**config.mk**
```make
export PLATFORM = sky130hd
export DESIGN_NAME = dmau_top
export DESIGN_NICKNAME = d
export VERILOG_FILES = /design/src/rtl/dmau_pkg.sv /design/src/rtl/dmau_ptr_route.sv /design/src/rtl/dmau_addr_map.sv /design/src/rtl/dmau_regwin.sv /design/src/rtl/dmau_top.sv
export SDC_FILE = /design/constraint.sdc
export NUM_CORES = 1
export LEC_CHECK = 0
export BUFFER_PORTS_ARGS = -buffer_cell sky130_fd_sc_hd__buf_4
export CAP_MARGIN = 40
export CORE_UTILIZATION = 45
export CTS_BUF_LIST = sky130_fd_sc_hd__clkbuf_4 sky130_fd_sc_hd__clkbuf_8 sky130_fd_sc_hd__clkbuf_16
export CTS_CLUSTER_SIZE = 30
export DETAILED_ROUTE_END_ITERATION = 8
export MAX_ROUTING_LAYER = met4
export PLACE_DENSITY = 0.72
export SYNTH_ARGS = -nofsm -noshare
export SYNTH_HDL_FRONTEND = slang
export SYNTH_HIERARCHICAL = 1
export SYNTH_SLANG_ARGS = --single-unit
```
**constraint.sdc**
```tcl
create_clock -name clk -period 4.98 [get_ports clk]
set_input_delay 0.249 -clock clk [delete_from_list [all_inputs] [get_ports clk]]
set_output_delay 0.249 -clock clk [all_outputs]
set_load 0.005 [all_outputs]
```
**src/rtl/dmau_pkg.sv**
```systemverilog
package dmau_pkg;
  localparam int unsigned DW    = 8;
  localparam int unsigned SEGW  = 8;
  localparam int unsigned OFFW  = 7;
  localparam int unsigned PAW   = 1 + SEGW + OFFW;
  localparam int unsigned WIN_N = 16;
  localparam int unsigned IDXW  = $clog2(WIN_N);

  typedef enum logic [1:0] {
    OP_IDLE  = 2'd0,
    OP_READ  = 2'd1,
    OP_WRITE = 2'd2,
    OP_DSZ   = 2'd3
  } dm_op_e;

  typedef enum logic [1:0] {
    PM_NONE = 2'd0,
    PM_INC  = 2'd1,
    PM_DEC  = 2'd2,
    PM_KEEP = 2'd3
  } pm_e;

  localparam logic [IDXW-1:0] IDX_X   = 4'd12;
  localparam logic [IDXW-1:0] IDX_SP  = 4'd13;
  localparam logic [IDXW-1:0] IDX_B   = 4'd14;
  localparam logic [IDXW-1:0] IDX_SEG = 4'd15;
  localparam logic [3:0]      WIN_HI  = 4'hF;

  function automatic logic [DW-1:0] step_ptr(input logic [DW-1:0] p, input logic [1:0] pm);
    case (pm)
      PM_INC:  return p + 8'd1;
      PM_DEC:  return p - 8'd1;
      default: return p;
    endcase
  endfunction

  function automatic logic [DW-1:0] dec_byte(input logic [DW-1:0] v);
    return v - 8'd1;
  endfunction

  function automatic logic [PAW-1:0] map_phys(input logic [SEGW-1:0] seg, input logic [DW-1:0] a);
    if (a[DW-1]) return {1'b1, {(PAW-1-DW){1'b0}}, a};
    else         return {1'b0, seg, a[OFFW-1:0]};
  endfunction
endpackage

```
**src/rtl/dmau_ptr_route.sv**
```systemverilog
module dmau_ptr_route
  import dmau_pkg::*;
(
  input  logic [1:0]      op,
  input  logic            indirect,
  input  logic [1:0]      ptr_sel,
  input  logic [1:0]      post_mod,
  input  logic [DW-1:0]   dir_addr,
  input  logic [DW-1:0]   ptr_b,
  input  logic [DW-1:0]   ptr_x,
  input  logic [DW-1:0]   ptr_sp,
  output logic [DW-1:0]   log_addr,
  output logic            pm_fire,
  output logic [IDXW-1:0] pm_idx,
  output logic [DW-1:0]   pm_val
);
  logic [DW-1:0] sel_val;

  always_comb begin
    case (ptr_sel)
      2'd1:    begin sel_val = ptr_x;  pm_idx = IDX_X;  end
      2'd2:    begin sel_val = ptr_sp; pm_idx = IDX_SP; end
      default: begin sel_val = ptr_b;  pm_idx = IDX_B;  end
    endcase
  end

  assign log_addr = indirect ? sel_val : dir_addr;
  assign pm_fire  = indirect && (op != OP_IDLE) &&
                    ((post_mod == PM_INC) || (post_mod == PM_DEC));
  assign pm_val   = step_ptr(sel_val, post_mod);
endmodule

```
**src/rtl/dmau_addr_map.sv**
```systemverilog
module dmau_addr_map
  import dmau_pkg::*;
#(
  parameter int RAM_BYTES = 128,
  parameter int EXT_SEGS  = 2
) (
  input  logic            clk,
  input  logic            rst_n,
  input  logic [SEGW-1:0] seg,
  input  logic [DW-1:0]   log_addr,
  output logic [PAW-1:0]  phys_addr,
  output logic            in_range,
  output logic            win_hit,
  output logic [IDXW-1:0] win_idx
);
  localparam int LOW_LIMIT = (RAM_BYTES > 128) ? 128 : RAM_BYTES;

  logic [31:0] low_off;
  logic [31:0] seg_num;

  assign low_off   = {25'd0, log_addr[OFFW-1:0]};
  assign seg_num   = {24'd0, seg};
  assign phys_addr = map_phys(seg, log_addr);
  assign win_hit   = (log_addr[DW-1:DW-4] == WIN_HI);
  assign win_idx   = log_addr[IDXW-1:0];

  always_comb begin
    if (log_addr[DW-1])       in_range = 1'b1;
    else if (seg_num == 32'd0) in_range = (low_off < 32'(LOW_LIMIT));
    else                       in_range = (seg_num <= 32'(EXT_SEGS));
  end

  a_r2_lower_half: assert property (@(posedge clk) disable iff (!rst_n)
    !log_addr[DW-1] |-> (!phys_addr[PAW-1] && !win_hit));
  a_r3_upper_fixed: assert property (@(posedge clk) disable iff (!rst_n)
    log_addr[DW-1] |-> (phys_addr[PAW-1] && phys_addr[DW-1:0] == log_addr &&
                        phys_addr[PAW-2:DW] == '0));
endmodule

```
**src/rtl/dmau_regwin.sv**
```systemverilog
module dmau_regwin
  import dmau_pkg::*;
#(
  parameter logic [7:0] SP_RST = 8'h6F
) (
  input  logic            clk,
  input  logic            rst_n,
  input  logic            wr_fire,
  input  logic [IDXW-1:0] wr_idx,
  input  logic [DW-1:0]   wr_val,
  input  logic            pm_fire,
  input  logic [IDXW-1:0] pm_idx,
  input  logic [DW-1:0]   pm_val,
  input  logic [IDXW-1:0] rd_idx,
  output logic [DW-1:0]   rd_val,
  output logic [DW-1:0]   ptr_b,
  output logic [DW-1:0]   ptr_x,
  output logic [DW-1:0]   ptr_sp,
  output logic [SEGW-1:0] seg
);
  logic [DW-1:0]       regs [WIN_N];
  logic [WIN_N*DW-1:0] flat;

  for (genvar i = 0; i < WIN_N; i++) begin : g_entry
    localparam logic [DW-1:0] RST_V = (i == int'(IDX_SP)) ? SP_RST : '0;
    logic hit_wr;
    logic hit_pm;
    assign hit_wr = wr_fire && (wr_idx == IDXW'(i));
    assign hit_pm = pm_fire && (pm_idx == IDXW'(i));

    always_ff @(posedge clk or negedge rst_n) begin
      if (!rst_n)      regs[i] <= RST_V;
      else if (hit_wr) regs[i] <= wr_val;
      else if (hit_pm) regs[i] <= pm_val;
    end

    assign flat[i*DW +: DW] = regs[i];
  end

  assign rd_val = regs[rd_idx];
  assign ptr_b  = regs[IDX_B];
  assign ptr_x  = regs[IDX_X];
  assign ptr_sp = regs[IDX_SP];
  assign seg    = regs[IDX_SEG];

  a_r7_write_over_step: assert property (@(posedge clk) disable iff (!rst_n)
    (wr_fire && pm_fire && wr_idx == pm_idx) |=> (regs[$past(wr_idx)] == $past(wr_val)));
  a_r10_quiet_hold: assert property (@(posedge clk) disable iff (!rst_n)
    (!wr_fire && !pm_fire) |=> $stable(flat));
endmodule

```
**src/rtl/dmau_top.sv**
```systemverilog
module dmau_top
  import dmau_pkg::*;
#(
  parameter int RAM_BYTES = 128,
  parameter int EXT_SEGS  = 2
) (
  input  logic        clk,
  input  logic        rst_n,
  input  logic [1:0]  op,
  input  logic        indirect,
  input  logic [1:0]  ptr_sel,
  input  logic [1:0]  post_mod,
  input  logic [7:0]  dir_addr,
  input  logic [7:0]  wr_data,
  output logic [15:0] phys_addr,
  output logic        addr_in_range,
  output logic [7:0]  rd_data,
  output logic        zero_flag
);
  localparam logic [7:0] SP_RST = 8'(RAM_BYTES - 17);

  logic [DW-1:0]   ptr_b, ptr_x, ptr_sp, log_addr, pm_val, win_val, wr_val, dsz_res;
  logic [SEGW-1:0] seg;
  logic            pm_fire, win_hit, wr_fire;
  logic [IDXW-1:0] pm_idx, win_idx;

  dmau_ptr_route u_route (
    .op(op), .indirect(indirect), .ptr_sel(ptr_sel), .post_mod(post_mod),
    .dir_addr(dir_addr), .ptr_b(ptr_b), .ptr_x(ptr_x), .ptr_sp(ptr_sp),
    .log_addr(log_addr), .pm_fire(pm_fire), .pm_idx(pm_idx), .pm_val(pm_val)
  );

  dmau_addr_map #(.RAM_BYTES(RAM_BYTES), .EXT_SEGS(EXT_SEGS)) u_map (
    .clk(clk), .rst_n(rst_n), .seg(seg), .log_addr(log_addr),
    .phys_addr(phys_addr), .in_range(addr_in_range),
    .win_hit(win_hit), .win_idx(win_idx)
  );

  assign dsz_res   = dec_byte(win_val);
  assign wr_fire   = win_hit && ((op == OP_WRITE) || (op == OP_DSZ));
  assign wr_val    = (op == OP_DSZ) ? dsz_res : wr_data;
  assign rd_data   = win_hit ? win_val : 8'h00;
  assign zero_flag = win_hit && (op == OP_DSZ) && (dsz_res == 8'h00);

  dmau_regwin #(.SP_RST(SP_RST)) u_win (
    .clk(clk), .rst_n(rst_n),
    .wr_fire(wr_fire), .wr_idx(win_idx), .wr_val(wr_val),
    .pm_fire(pm_fire), .pm_idx(pm_idx), .pm_val(pm_val),
    .rd_idx(win_idx), .rd_val(win_val),
    .ptr_b(ptr_b), .ptr_x(ptr_x), .ptr_sp(ptr_sp), .seg(seg)
  );

  a_r5_b_step_up: assert property (@(posedge clk) disable iff (!rst_n)
    (pm_fire && pm_idx == IDX_B && post_mod == PM_INC && !(wr_fire && win_idx == IDX_B))
    |=> (ptr_b == $past(ptr_b) + 8'd1));
  a_r5_sp_step_down: assert property (@(posedge clk) disable iff (!rst_n)
    (pm_fire && pm_idx == IDX_SP && post_mod == PM_DEC && !(wr_fire && win_idx == IDX_SP))
    |=> (ptr_sp == $past(ptr_sp) - 8'd1));
  a_r8_zero_only_dsz: assert property (@(posedge clk) disable iff (!rst_n)
    zero_flag |-> (op == OP_DSZ && win_hit));
  a_r8_zero_clears: assert property (@(posedge clk) disable iff (!rst_n)
    (zero_flag && !pm_fire) |=> (u_win.regs[$past(win_idx)] == 8'h00));
  a_r1_sp_after_reset: assert property (@(posedge clk)
    $rose(rst_n) |-> (ptr_sp == SP_RST));
endmodule

```
==> metrics <==
top-count cell post-synth=nand3_1; Inst Count DP=1261; final weighted congestion in routability-driven placement=0.9214; kind of critical path=reg2reg; Residual DRC=0; clock skew after layout=0.009516 ns; switching fraction of total power=0.3544; launch point of the worst reg-to-reg path=u_win/ptr_sp[0]; count of H-tree levels built during CTS=4; largest net degree at the start of global routing=61; FFs w/ async S/R, synth=1.000; mean instance size in the synthesized netlist=8.383 µm²; part of the power in registers=0.345; Final Max Slew Viols=33; CP required=5.33 ns; initial antenna violation count=1; number of nets with antenna violations after routing=0; die width=145.0 µm; share of the yosys chip area belonging to registers=0.3491; area fraction of the dominant cell type after synthesis=0.3320; crit share post-route=0.8887; Largest stage delay, worst path=0.60 ns; cell count after synthesis=1097; post-route standard cell area excluding fillers=10020 µm²; synthesized area=9196 µm²; Internal Dissipation=2.504 mW; top cells by area in the synthesized netlist=dfrtp_1 (33%), a31oi_1 (8.8%), mux4_2 (7.8%), nand3_1 (7.2%), nor3_1 (7.0%); post-synthesis to final-layout area growth=8.994%; FP Rows=51; P per Cell Area=387.0 nW/µm²; timing startpoint of the critical path=u_win/ptr_sp[0]; Port Buffers=50; initial cell density of the core=0.4664; Die ar.=21010 µm²; nets=1055; final number of hold-violating endpoints=0; slew at the pin closest to its max-slew limit=1.969 ns; grt total ovfl=0; post-layout util=0.5083; Worst-Skew Late Latency=0.44 ns; critical path arrival=4.77 ns; RSZ-0062 raised after global routing=no; Longest Clk Path Bufs=2; synthesis-stage register bit count=128; total of warnings raised by yosys=6; number of global-route vias before repair=8696; number of synthesized flops with an enable pin=0; worst path cell trace=a22o_4 > mux2i_1 > mux2i_4 > buf_12 > mux4_2 > a22oi_1 > nand2_1 > or3_1 > or3_1 > a31oi_1 > buf_4 > nor3_1 > a31oi_1; cell type contributing the most total cell area after synthesis=dfrtp_1; post-CTS resize count=0; iteration count of the initial detailed-routing pass=6; headroom to the max-slew limit=-0.3181; buffer cell driving the clock tree root=clkbuf_16; CP Capture Type=register; clk sinks=128; share of final-layout standard cells stronger than drive strength 1=0.1914; die boundary height=145.0 µm; number of top-level pins=51; number of distinct standard cells referenced by the synthesized netlist=64; routed wire length=31.03 mm; clock buffer count from CTS=17; clock tree from TritonCTS=yes; dominant synthesized flop cell=dfrtp_1; category of cells accounting for the largest share of critical-path delay=simple AND/OR/NAND/NOR gates; sw power=1.374 mW; run status=complete, but fails checks; total vias in the final route=9126; f_max=0.2259 GHz; Global Route Usage Sum=0.3076; reported max-cap violation count=0; critical-path cell with the highest stage delay=mux4_2; Setup crit start kind=register; logic gate share of total power=0.320; reported leakage power=3.818 nW; peak fanout along the critical path=37; most frequent cells after synthesis=nand3_1 (132), a31oi_1 (130), nor3_1 (129); crit path buf inv count=2; final HPWL from detailed placement=19.31 mm; Placement Cell Area=9405 µm²; Final Setup Violations=0; clock network fraction of total power=0.335; total negative slack=0 ns; clock transition at the registers of the reported paths=0.06 ns; routed wirelength normalized by instance count=23.96 µm; wire length of the first global-routing pass=49.36 mm; routed via count divided by cell count=7.047; violation count after the first detailed-route iteration=1390; Tmin final=4.426 ns; failing checks=slew limit; final instance count without filler cells=1295; placeable core region=19720 µm²; worst min-delay path class=in2async; worst supply voltage drop on vdd=0.1792 mV
flip-flops by register name, indices dropped and copies added (netlist names):
name / count
u_win/seg: 8
u_win/ptr_x: 8
u_win/flat: 96
u_win/ptr_sp: 8
u_win/ptr_b: 8
kinds of logic (layout without fill, tap and decap cells):
logic type / Yosys count / count (layout) / synth area share
AOI/OAI and AO/OA: 320 / 320 / 0.2072
xor gates and xnor gates: 6 / 6 / 0.005715
adders and majority gates: 14 / 14 / 0.01986
buffers and inverters: 203 / 134 / 0.1065
DFF: 128 / 128 / 0.3491
muxes: 42 / 42 / 0.09075
other: 1 / 3 / 0.0004078
and+or+nand+nor: 383 / 383 / 0.2204
through the flow:
step	worst slack [ns]	total power [mW]	hold WS, ns
final	0.5540	3.879	0.3133
after global routing	0.3374	4.010	0.3645
after CTS	0.6716	3.820	0.3288
after detailed placement	0.4057	2.529	0.2371
after global placement	0.5431	2.496	0.2353
after floorplan	0.3935	2.171	-0.04659
cell type report:
class,instances,area (µm²)
clock inverter,11,137.6
tap,265,331.6
inverter,10,37.54
clock buffer,21,467.9
fill,1758,9694
sequential,128,3211
timing repair buffer,92,778.2
antenna,1,2.502
multi-input combinational,767,5057
final timing paths:
| kind | end | slack [ns] | depth (start not counted) |
|---|---|---|---|
| worst max-delay path | u_win/flat[95] | 0.55 | 13 |
| worst min-delay path | u_win/flat[35] | 0.31 | 2 |
| worst max register to register | u_win/flat[95] | 0.55 | 13 |
| worst min register to register | u_win/ptr_sp[1] | 0.53 | 2 |
| max in group asynchronous | u_win/ptr_sp[4] | 3.47 | 3 |
| min in group clk | u_win/ptr_sp[0] | 0.49 | 6 |
power by group through the flow:
stage               clock [mW]  sequential, mW  combinational (mW)
detailed placement           0            1.34                1.19
global route              1.34            1.35                1.32
floorplan                    0            1.29               0.885
finish                    1.30            1.34                1.24
global placement             0            1.34                1.16
CTS                       1.30            1.33                1.19
cells in the final DEF, fill, tap and decap left out, types with 3 or more instances in the layout:
master      instances
and3_1              3
and3b_1             3
xnor2_1             3
and2_1             10
nor3b_1             3
dfstp_2             6
clkinv_2            5
clkinvlp_4          3
or2_2              10
nand3_1           132
bufinv_16           3
nand3b_1            4
ha_1               13
a22oi_1            23
xor2_1              3
clkbuf_16          17
o21ai_0           104
dfrtp_1           122
or2_1               7
nor3_1            129
or2_0               4
mux4_2             32
a31oi_1           130
buf_16              3
mux2_2              7
or3_1               4
nand2_1            34
o21ai_1            44
nor2_1              8
nor2b_1             9
buf_4              86
nand2b_1            4
inv_1              10
metal layers:
metal	part of all wire	vias to the layer above	global-route usage	routed length (µm)
li1	-	3871	-	-
met1	0.37	4380	0.3880	11560
met2	0.46	757	0.4529	14130
met3	0.13	118	0.08050	4014
met4	0.043	0	0.1601	1325
met5	0	-	-	0
repair_timing:
action	in CTS	in global routing
hold buffers	1	0
endpoints found under the setup margin	0	0
setup buffers	0	0
hold endpoints to repair	33	0
Power figures use the tool's default switching activity.
